File: src/rtl/usb_pwrup_pkg.sv
package usb_pwrup_pkg;
    typedef enum logic [2:0] {
        ST_IDLE       = 3'd0,
        ST_PLL_WAIT   = 3'd1,
        ST_LOCK_RETRY = 3'd2,
        ST_REG_SETTLE = 3'd3,
        ST_CLK_GAP    = 3'd4,
        ST_READY      = 3'd5,
        ST_FAULT      = 3'd6
    } seq_state_t;
endpackage

File: src/rtl/pwr_tick_gen.sv
module pwr_tick_gen #(
    parameter int CLKS_PER_TICK = 5000
) (
    input  logic clk,
    input  logic rst_n,
    input  logic clear,
    output logic tick
);
    localparam int SUB_W = (CLKS_PER_TICK > 1) ? $clog2(CLKS_PER_TICK) : 1;
    localparam logic [SUB_W-1:0] SUB_LAST = SUB_W'(CLKS_PER_TICK - 1);

    logic [SUB_W-1:0] sub_q;

    assign tick = (sub_q == SUB_LAST);

    always_ff @(posedge clk or negedge rst_n) begin
        if (!rst_n)
            sub_q <= '0;
        else if (clear || tick)
            sub_q <= '0;
        else
            sub_q <= sub_q + 1'b1;
    end
endmodule

File: src/rtl/pwr_wait_timer.sv
module pwr_wait_timer #(
    parameter int CNT_W = 8
) (
    input  logic             clk,
    input  logic             rst_n,
    input  logic             clear,
    input  logic             step,
    input  logic [CNT_W-1:0] target,
    output logic             done
);
    logic [CNT_W-1:0] cnt_q;

    // done marks the final step of a wait of 'target' units
    assign done = step && (cnt_q == target - 1'b1);

    always_ff @(posedge clk or negedge rst_n) begin
        if (!rst_n)
            cnt_q <= '0;
        else if (clear)
            cnt_q <= '0;
        else if (step)
            cnt_q <= cnt_q + 1'b1;
    end
endmodule

File: src/rtl/pwr_seq_fsm.sv
module pwr_seq_fsm
    import usb_pwrup_pkg::*;
#(
    parameter int CNT_W        = 8,
    parameter int LOCK_TICKS   = 20,
    parameter int RETRY_TICKS  = 1,
    parameter int SETTLE_TICKS = 32,
    parameter int GAP_CLKS     = 4,
    parameter int MAX_RETRIES  = 0
) (
    input  logic             clk,
    input  logic             rst_n,
    input  logic             illegal_op,
    input  logic             pll_lock,
    input  logic             usb_suspend,
    input  logic             wait_done,
    output logic             restart,
    output logic             step_per_clk,
    output logic [CNT_W-1:0] target,
    output logic             pll_en,
    output logic             reg_en,
    output logic             reg_lowcur,
    output logic             usbclk_en,
    output logic             fcu_en,
    output logic             ready,
    output logic             lock_err,
    output logic [2:0]       state_o
);
    localparam int RC_W = $clog2(MAX_RETRIES + 2);

    seq_state_t      state_q, state_d;
    logic [RC_W-1:0] retry_q, retry_d;
    logic            retry_again;

    // state register
    always_ff @(posedge clk or negedge rst_n) begin
        if (!rst_n) begin
            state_q <= ST_IDLE;
            retry_q <= '0;
        end else begin
            state_q <= state_d;
            retry_q <= retry_d;
        end
    end

    // next-state logic
    always_comb begin
        state_d     = state_q;
        retry_d     = retry_q;
        retry_again = 1'b0;
        if (illegal_op) begin
            state_d = ST_IDLE;
            retry_d = '0;
        end else begin
            unique case (state_q)
                ST_IDLE: begin
                    state_d = ST_PLL_WAIT;
                    retry_d = '0;
                end
                ST_PLL_WAIT: if (wait_done) begin
                    if (pll_lock) begin
                        state_d = ST_REG_SETTLE;
                    end else begin
                        state_d = ST_LOCK_RETRY;
                        retry_d = RC_W'(1);
                    end
                end
                ST_LOCK_RETRY: if (wait_done) begin
                    if (pll_lock)
                        state_d = ST_REG_SETTLE;
                    else if (MAX_RETRIES != 0 && retry_q == RC_W'(MAX_RETRIES))
                        state_d = ST_FAULT;
                    else begin
                        retry_again = 1'b1;
                        if (MAX_RETRIES != 0)
                            retry_d = retry_q + 1'b1;
                    end
                end
                ST_REG_SETTLE: if (wait_done) state_d = ST_CLK_GAP;
                ST_CLK_GAP:    if (wait_done) state_d = ST_READY;
                ST_READY:      state_d = ST_READY;
                ST_FAULT:      state_d = ST_FAULT;
                default:       state_d = ST_IDLE;
            endcase
        end
    end

    assign restart = (state_d != state_q) || retry_again;

    // outputs and timer control
    always_comb begin
        pll_en       = 1'b0;
        reg_en       = 1'b0;
        reg_lowcur   = 1'b0;
        usbclk_en    = 1'b0;
        fcu_en       = 1'b0;
        ready        = 1'b0;
        lock_err     = 1'b0;
        step_per_clk = 1'b0;
        target       = CNT_W'(LOCK_TICKS);
        unique case (state_q)
            ST_IDLE: ;
            ST_PLL_WAIT: pll_en = 1'b1;
            ST_LOCK_RETRY: begin
                pll_en = 1'b1;
                target = CNT_W'(RETRY_TICKS);
            end
            ST_REG_SETTLE: begin
                pll_en = 1'b1;
                reg_en = 1'b1;
                target = CNT_W'(SETTLE_TICKS);
            end
            ST_CLK_GAP: begin
                pll_en       = 1'b1;
                reg_en       = 1'b1;
                usbclk_en    = 1'b1;
                step_per_clk = 1'b1;
                target       = CNT_W'(GAP_CLKS);
            end
            ST_READY: begin
                pll_en     = 1'b1;
                reg_en     = 1'b1;
                usbclk_en  = 1'b1;
                fcu_en     = 1'b1;
                ready      = 1'b1;
                reg_lowcur = usb_suspend;
            end
            ST_FAULT: begin
                pll_en   = 1'b1;
                lock_err = 1'b1;
            end
            default: ;
        endcase
    end

    assign state_o = state_q;
endmodule

File: src/rtl/usb_pwrup_seq.sv
module usb_pwrup_seq #(
    parameter int CLKS_PER_TICK = 5000,
    parameter int CAP_TENTHS_UF = 22,
    parameter int USB_GAP_CLKS  = 4,
    parameter int MAX_RETRIES   = 0
) (
    input  logic       clk,
    input  logic       rst_n,
    input  logic       illegal_op,
    input  logic       pll_lock,
    input  logic       usb_suspend,
    output logic       pll_en,
    output logic       reg_en,
    output logic       reg_lowcur,
    output logic       usbclk_en,
    output logic       fcu_en,
    output logic       ready,
    output logic       lock_err,
    output logic [2:0] state_o
);
    localparam int LOCK_TICKS   = 20;
    localparam int RETRY_TICKS  = 1;
    localparam int SETTLE_TICKS = CAP_TENTHS_UF + 10;
    localparam int GAP_CLKS     = (USB_GAP_CLKS < 4) ? 4 : USB_GAP_CLKS;
    localparam int MAX_T1       = (SETTLE_TICKS > LOCK_TICKS) ? SETTLE_TICKS : LOCK_TICKS;
    localparam int MAX_TGT      = (GAP_CLKS > MAX_T1) ? GAP_CLKS : MAX_T1;
    localparam int CNT_W        = $clog2(MAX_TGT + 1);

    logic             restart, step_per_clk, tick, wait_done;
    logic [CNT_W-1:0] target;

    pwr_tick_gen #(.CLKS_PER_TICK(CLKS_PER_TICK)) u_tick (
        .clk   (clk),
        .rst_n (rst_n),
        .clear (restart),
        .tick  (tick)
    );

    pwr_wait_timer #(.CNT_W(CNT_W)) u_timer (
        .clk    (clk),
        .rst_n  (rst_n),
        .clear  (restart),
        .step   (step_per_clk | tick),
        .target (target),
        .done   (wait_done)
    );

    pwr_seq_fsm #(
        .CNT_W        (CNT_W),
        .LOCK_TICKS   (LOCK_TICKS),
        .RETRY_TICKS  (RETRY_TICKS),
        .SETTLE_TICKS (SETTLE_TICKS),
        .GAP_CLKS     (GAP_CLKS),
        .MAX_RETRIES  (MAX_RETRIES)
    ) u_fsm (
        .clk          (clk),
        .rst_n        (rst_n),
        .illegal_op   (illegal_op),
        .pll_lock     (pll_lock),
        .usb_suspend  (usb_suspend),
        .wait_done    (wait_done),
        .restart      (restart),
        .step_per_clk (step_per_clk),
        .target       (target),
        .pll_en       (pll_en),
        .reg_en       (reg_en),
        .reg_lowcur   (reg_lowcur),
        .usbclk_en    (usbclk_en),
        .fcu_en       (fcu_en),
        .ready        (ready),
        .lock_err     (lock_err),
        .state_o      (state_o)
    );
endmodule

File: config.mk
export PLATFORM = sky130hd
export DESIGN_NAME = usb_pwrup_seq
export DESIGN_NICKNAME = d
export VERILOG_FILES = /design/src/rtl/usb_pwrup_pkg.sv /design/src/rtl/pwr_tick_gen.sv /design/src/rtl/pwr_wait_timer.sv /design/src/rtl/pwr_seq_fsm.sv /design/src/rtl/usb_pwrup_seq.sv
export SDC_FILE = /design/constraint.sdc
export NUM_CORES = 1
export LEC_CHECK = 0
export ABC_AREA = 1
export BUFFER_PORTS_ARGS = -buffer_cell sky130_fd_sc_hd__buf_2
export CAP_MARGIN = 40
export CELL_PAD_IN_SITES_DETAIL_PLACEMENT = 0
export CELL_PAD_IN_SITES_GLOBAL_PLACEMENT = 1
export CORE_MARGIN = 2
export CORE_UTILIZATION = 39
export DETAILED_ROUTE_END_ITERATION = 7
export GPL_TIMING_DRIVEN = 0
export PLACE_DENSITY_LB_ADDON = 0.1
export SYNTH_ARGS = -nofsm -noshare
export SYNTH_HDL_FRONTEND = slang
export SYNTH_SLANG_ARGS = --single-unit
File: constraint.sdc
create_clock -name clk -period 2.5 [get_ports clk]
set_input_delay 0 -clock clk [delete_from_list [all_inputs] [get_ports clk]]
set_output_delay 0 -clock clk [all_outputs]
set_load 0.01 [all_outputs]
==> impl_metrics.py, run 1 <==
metrics = {
    "die": {
        "rows": 22,
        "core-area_um2": 3689,
        "ios": 15,
        "die_y_um": 66.10,
        "fp.dieArea_um2": 4369,
        "initial_utilization_pct": 40.77,
        "fp.dieW_um": 66.10,
    },
    "logic_synthesis": {
        "syn_area_um2": 1504,
        "synth-seq-cells": 22,
        "synth_fa_ha_area_share_pct": 2.496,
        "synth_area_leader_cell": "dfrtp_1",
        "synth_simple_gate_area_share_pct": 41.68,
        "synth_compound_area_share_pct": 2.246,
        "synthCells": 198,
        "synth_mux_area_share_pct": 0,
        "yosys.cell_types.count": 25,
        "synth_top_family_by_area": "simple AND/OR/NAND/NOR gates",
        "yosys_warnings": 0,
        "synth_xor_area_share_pct": 6.406,
        "syn_nets": 206,
        "netlist.area_leader.share_pct": 36.61,
        "seq_area_frac_synth_pct": 36.61,
        "syn_avg_cell_area_um2": 7.596,
        "synth_area_leaders": "dfrtp_1 37%, nand2_1 11%, nor2_4 8.2%, nor2_1 7.0%, inv_1 6.5%",
    },
    "detailed_routing": {
        "routed_via_density": 4.626,
        "firstDrtPassIters": 4,
        "vias": 1286,
        "ant_nets": 0,
        "routed_wl_mm": 3.016,
        "drt-initial-drc-count": 68,
        "drc": 0,
        "wire_per_inst_um": 10.85,
    },
    "timing": {
        "finalCritPeriodShare_pct": 97.41,
        "worstMarginPinSlew_ns": 0.5037,
        "period_needed_ns": 2.435,
        "slew_violations": 0,
        "rsz0062_at_grt": "yes",
        "hold_viol": 0,
        "fmax_mhz": 410.6,
        "hold_slack_ns": 0.09922,
        "slew_headroom_pct": 66.42,
        "skew_ns": 0.009850,
        "final-setup-viol-count": 0,
        "layout_setup_ws_ns": 0.06467,
    },
    "critical_path": {
        "worstPathRequired_ns": 2.69,
        "cp-startpoint": "u_fsm.state_o[2]",
        "worstReg2RegStart": "u_fsm.state_o[2]",
        "path_max_fanout": 6,
        "rr_endpoint": "u_tick.sub_q[8]",
        "endpoint_kind": "flip-flop",
        "arrival_ns": 2.63,
        "crit_end": "u_tick.sub_q[8]",
        "critPathKind": "flip-flop to flip-flop",
        "r2r_cells": 16,
        "regToRegSetupSlack_ns": 0.06,
        "start_kind": "flip-flop",
    },
    "placement": {
        "io_buffers": 14,
        "place.gp.congestion": 0.8495,
        "post-dp-hpwl_mm": 2.231,
        "dp_slack_ns": -0.2064,
    },
    "global_routing": {
        "antenna_found_initial": 0,
        "grt_pass1_vias": 1244,
        "grt_start_max_net_pins": 23,
        "track_usage_pct": 15.17,
        "grt_overflow": 0,
        "grt_pass1_wl_mm": 5.237,
    },
    "final_layout": {
        "drive_gt1_share_pct": 32.61,
        "layout_commonest_cell": "nand2_1",
        "antenna_cells": 0,
        "final_cell_mix": "43 x nand2_1, 27 x nor2_1, 24 x inv_1, 19 x dfrtp_1, 14 x buf_2",
        "nFillCells": 383,
        "layout.nets": 239,
        "areaGrowthSynthToFinish_pct": 23.38,
    },
    "pwr": {
        "swShare_pct": 25.93,
        "comb_power_share_pct": 18.2,
        "ir_drop_uv": 266.1,
        "sequentialPowerShare_pct": 49.6,
        "p_int_uw": 577.2,
        "leakage_nw": 0.9241,
        "switchingPower_uw": 202.1,
        "clockPowerShare_pct": 32.2,
        "pwr_density_cell_nw_per_um2": 420.0,
    },
    "min_path": {
        "hold_path_class": "input pin to flip-flop",
    },
    "clock_network": {
        "cts-root-buf": "clkbuf_8",
        "cts_tree": "done",
        "h-tree-depth": 1,
        "path_clk_slew_ns": 0.08,
        "cts.sinks": 22,
        "cts_buffers": 3,
        "clock_path_buffers": 2,
        "clock_latency_ns": 0.26,
    },
    "flow_run": {
        "drv_cap": 0,
    },
    "outcome": {
        "status": "finished clean",
    },
}
[repair_timing]
item	CTS	global route
setup buffers	3	9
gates resized for setup	5	8
cloned	0	1
pin swaps	1	3
endpoints found under the hold margin	22	0
setup endpoints to repair	19	19
hold buffers	1	0
[stage by stage]
| stage | instance area [um^2] | util (%) | total power, mW | TNS [ns] | instances |
|---|---|---|---|---|---|
| final | 1856 | 50.31 | 0.7793 | 0 | 278 |
| after global routing | 1856 | 50.31 | 0.8322 | -1.399 | 278 |
| after CTS | 1739 | 47.15 | 0.7743 | 0 | 268 |
| after detailed placement | 1634 | 44.30 | 0.5111 | -2.579 | 260 |
| after global placement | 1634 | 44.30 | 0.5062 | -2.193 | 260 |
| after floorplan | 1504 | - | 0.4809 | 0 | 198 |
[flip-flops by register name, indices dropped and copies added, names as in the netlist]
register and cells:
u_tick.sub_q 13, u_timer.cnt_q 6, u_fsm.state_o 3
[cells in the mapped netlist (all sizes together)]
library cell  count
nand2            49
nor2             41
inv              35
dfrtp            22
nand3            14
xor2              7
nand4             6
nor3              6
o21ai             4
xnor2             4
ha                3
a21oi             2
buf               2
and3              1
nor4              1
or2               1
[worst min path at each step]
stage          startpoint               end  slack [ns]  depth (start not counted)
5_1_grt        illegal_op  u_fsm.state_o[0]        0.12                          4
6_report       illegal_op  u_fsm.state_o[0]         0.1                          4
3_3_place_gp        rst_n   u_tick.sub_q[4]      -0.007                          1
3_5_place_dp        rst_n   u_tick.sub_q[4]       0.001                          1
2_1_floorplan       rst_n  u_fsm.state_o[0]       -0.30                          0
4_1_cts        illegal_op  u_fsm.state_o[1]        0.04                          4
[critical path, stage by stage (launching register included)]
cell and delay [ns]:
dfrtp_2 0.45, inv_2 0.09, nand3_4 0.09, ha_4 0.29
inv_2 0.03, nand2_1 0.05, nand2_1 0.04, nor2_1 0.10
nand2_1 0.07, inv_2 0.07, nand3_4 0.08, o21ai_1 0.14
nand2_1 0.13, o21ai_2 0.30, nand3_4 0.15, buf_12 0.17
nor2_4 0.09
[metal layers]
metal,GRT usage [%],routed length (um)
met1,19.72,1499
met2,25.75,1414
met3,3.748,90
met4,2.551,12
met5,0,0
[cell type report]
type | instances | area [um^2] | area share [%]
multi-input cells | 139 | 827.0 | 44.57
flip-flops and latches | 22 | 554.3 | 29.87
repair buffers | 28 | 195.2 | 10.52
inverters | 35 | 136.4 | 7.350
well taps | 48 | 60.06 | 3.237
clock buffers | 4 | 55.05 | 2.967
plain buffers | 2 | 27.53 | 1.483
[logic make-up (layout without fill, tap and decap cells)]
group,count (synthesis),count (layout)
xor gates and xnor gates,11,11
buffers and inverters,37,69
DFF,22,22
and+or+nand+nor,119,119
AOI/OAI and AO/OA,6,6
adders and majority gates,3,3
[power by group through the flow]
stage	Clock (mW)	Combinational [mW]	Sequential, mW
2_1_floorplan	0	0.0887	0.392
3_3_place_gp	0	0.113	0.393
3_5_place_dp	0	0.116	0.395
4_1_cts	0.263	0.125	0.387
5_1_grt	0.282	0.160	0.390
6_report	0.251	0.142	0.387
Power figures use the tool's default switching activity.
==> run 2, diff against run 1 <==
Settings changed: ABC_AREA 1 to 0, CORE_UTILIZATION 39 to 41.
==> run 2 against run 1 <==
Compared with the run above:
- the flow now finishes with violations (negative setup slack)
- sequential power about the same
- sequential share of layout area down 3.6 points
- area after synthesis up 5.1%
- critical path depth down 5
- design area up 13%
- register-to-register slack worse by 0.55 ns
- first-iteration DRC count up 16%
- power up 5.6%
- synthesized cell count down 15%
- non-clock buffer count up 10
- worst hold slack better by 0.13 ns
- sequential cell count unchanged
- largest power group unchanged
==> impl_metrics.py, run 2 <==
metrics = {
    "detailed_routing": {
        "firstDrtPassIters": 4,
        "vias": 1406,
        "drc": 0,
        "routed_wl_mm": 3.924,
        "routed_via_density": 5.579,
        "wl_met2_mm": 1.853,
        "wire_per_inst_um": 15.57,
        "maxUsedRoutingLayer": "met4",
        "dr_wl_met3_um": 136,
        "ant_nets": 0,
        "drt-initial-drc-count": 79,
        "met1_length_mm": 1.900,
    },
    "timing": {
        "slew_violations": 0,
        "rsz0062_at_grt": "yes",
        "slew_headroom_pct": 51.14,
        "skew_ns": 0.008216,
        "layout_setup_ws_ns": -0.4862,
        "finalCritPeriodShare_pct": 119.4,
        "worstMarginPinSlew_ns": 0.7285,
        "hold_viol": 0,
        "hold_slack_ns": 0.2281,
        "fmax_mhz": 334.9,
        "final-setup-viol-count": 21,
        "period_needed_ns": 2.986,
    },
    "logic_synthesis": {
        "seq_area_frac_synth_pct": 34.84,
        "syn_area_um2": 1580,
        "yosys-top-cells-count": "22 x dfrtp_1, 12 x xnor2_1, 11 x nand2_1, 11 x nor2_1",
        "ys.flop_type": "dfrtp_1",
        "synth_area_leaders": "dfrtp_1 35%, xnor2_1 6.7%, a21oi_2 5.5%, a211oi_1 4.3%, xor2_1 3.9%",
        "synth_area_leader_cell": "dfrtp_1",
        "netlist.area_leader.share_pct": 34.84,
        "yosysMostFrequentCell": "dfrtp_1",
        "syn_avg_cell_area_um2": 9.351,
        "synthCells": 169,
        "synth-seq-cells": 22,
        "synth_enable_flop_cells": 0,
        "yosys_warnings": 0,
        "ys_async_sr_fraction_pct": 100.0,
        "yosys.cell_types.count": 48,
        "syn_nets": 177,
    },
    "pwr": {
        "ir_drop_uv": 349.7,
        "pwr_density_cell_nw_per_um2": 391.9,
        "p_total_uw": 823.3,
        "leakage_nw": 0.8413,
    },
    "final_layout": {
        "areaGrowthSynthToFinish_pct": 32.94,
        "fin_util_pct": 56.95,
        "drive_gt1_share_pct": 38.73,
        "final_cell_mix": "21 x dfrtp_1, 14 x a21oi_2, 14 x buf_2, 12 x xnor2_1, 12 x buf_4",
        "layout_commonest_cell": "dfrtp_1",
        "largest-register": "u_tick.sub_q",
        "nFillCells": 354,
        "antenna_cells": 0,
        "final_cells": 252,
        "layout.nets": 213,
        "largest_reg_flops": 13,
    },
    "die": {
        "initial_utilization_pct": 42.84,
        "fp.dieW_um": 66.09,
        "ios": 15,
        "fp.dieArea_um2": 4367,
        "die_y_um": 66.09,
        "rows": 22,
        "core-area_um2": 3689,
    },
    "global_routing": {
        "antenna_found_initial": 0,
        "track_usage_pct": 19.08,
        "grt_overflow": 0,
        "grt_start_max_net_pins": 23,
        "grt_pass1_vias": 1350,
        "grt_pass1_wl_mm": 6.437,
    },
    "min_path": {
        "hold_path_class": "input pin to asynchronous set/reset pin",
    },
    "clock_network": {
        "clock_path_buffers": 2,
        "clock_latency_ns": 0.27,
        "cts_buffers": 3,
        "cts-root-buf": "clkbuf_8",
        "path_clk_slew_ns": 0.09,
        "cts.sinks": 22,
        "cts_tree": "done",
        "h-tree-depth": 1,
    },
    "placement": {
        "dp_slack_ns": -0.4513,
        "post-place-cells": 231,
        "place.gp.congestion": 0.7568,
        "post-dp-hpwl_mm": 2.660,
        "io_buffers": 14,
    },
    "critical_path": {
        "cp-startpoint": "u_fsm.state_o[0]",
        "endpoint_kind": "flip-flop",
        "arrival_ns": 3.14,
        "start_kind": "flip-flop",
        "critPathKind": "flip-flop to flip-flop",
        "path_max_fanout": 5,
        "worstPathRequired_ns": 2.65,
        "worstReg2RegStart": "u_fsm.state_o[0]",
    },
    "outcome": {
        "status": "finished, violations left",
        "violations": "negative setup slack",
    },
    "flow_run": {
        "drv_cap": 0,
    },
}
[run 2: timing repair]
action,4_1_cts,5_1_grt
endpoints found under the hold margin,22,0
cloned,0,2
pin swaps,2,11
setup buffers,10,5
resized for setup,6,12
hold buffers,1,0
setup endpoints to repair,21,22
[run 2: critical path, stage by stage (launching register included)]
cell and delay [ns]:
dfrtp_2 0.43, buf_6 0.12, or3b_4 0.40, ha_4 0.17, xor2_1 0.17, or3_4 0.44
a2111oi_4 0.27, buf_4 0.19, a21oi_2 0.07, o2111ai_4 0.34, clkbuf_16 0.22, a21oi_2 0.05
[run 2: report_power, final]
| part | internal [mW] | leakage [nW] | switching [mW] | total, mW |
|---|---|---|---|---|
| clock network | 0.141 | 0.0288 | 0.122 | 0.262 |
| logic | 0.0798 | 0.510 | 0.0968 | 0.177 |
| registers | 0.369 | 0.302 | 0.0154 | 0.384 |
| total | 0.589 | 0.841 | 0.234 | 0.823 |
[run 2: area by class of cell]
type	count	area [um^2]	share of cell area, %
tap	48	60.06	2.859
buffer	9	77.57	3.693
multi-input combinational	134	1086	51.70
clock buffer	4	55.05	2.621
inverter	4	15.01	0.7147
timing repair buffer	31	255.2	12.15
sequential	22	551.8	26.27
[run 2: cells by family (layout without fill, tap and decap cells)]
| family | Yosys count | count (layout) | share of synthesized area, % |
|---|---|---|---|
| xor gates and xnor gates | 19 | 19 | 10.53 |
| AOI/OAI and AO/OA | 46 | 46 | 24.55 |
| adders and majority gates | 3 | 3 | 2.376 |
| muxes | 2 | 2 | 1.346 |
| DFF | 22 | 22 | 34.84 |
| and+or+nand+nor | 64 | 64 | 22.33 |
| buffers and inverters | 13 | 48 | 4.037 |
[run 2: metal layers]
layer  vias to the layer above  global-route usage, %
met5                         -                      0
met4                         0                  3.827
met3                         4                  3.578
met2                        21                  31.13
met1                       692                  26.36
li1                        689                      -
[run 2: path summary, 6_finish.rpt]
check,slack (ns),cells past startpoint,to
worst max-delay path,-0.49,11,u_tick.sub_q[6]
worst min-delay path,0.23,2,u_fsm.state_o[2]
worst max register to register,-0.49,11,u_tick.sub_q[6]
worst min register to register,0.52,1,u_tick.sub_q[0]
max in group asynchronous,1.90,2,u_fsm.state_o[0]
min in group clk,0.27,3,u_fsm.state_o[1]
[run 2: per-stage QoR]
step | TNS, ns | instance area (um^2)
finish | -9.010 | 2101
floorplan | -2.887 | 1648
detailed placement | -7.392 | 1778
CTS | -7.115 | 1944
global route | -10.89 | 2101
global placement | -6.454 | 1778
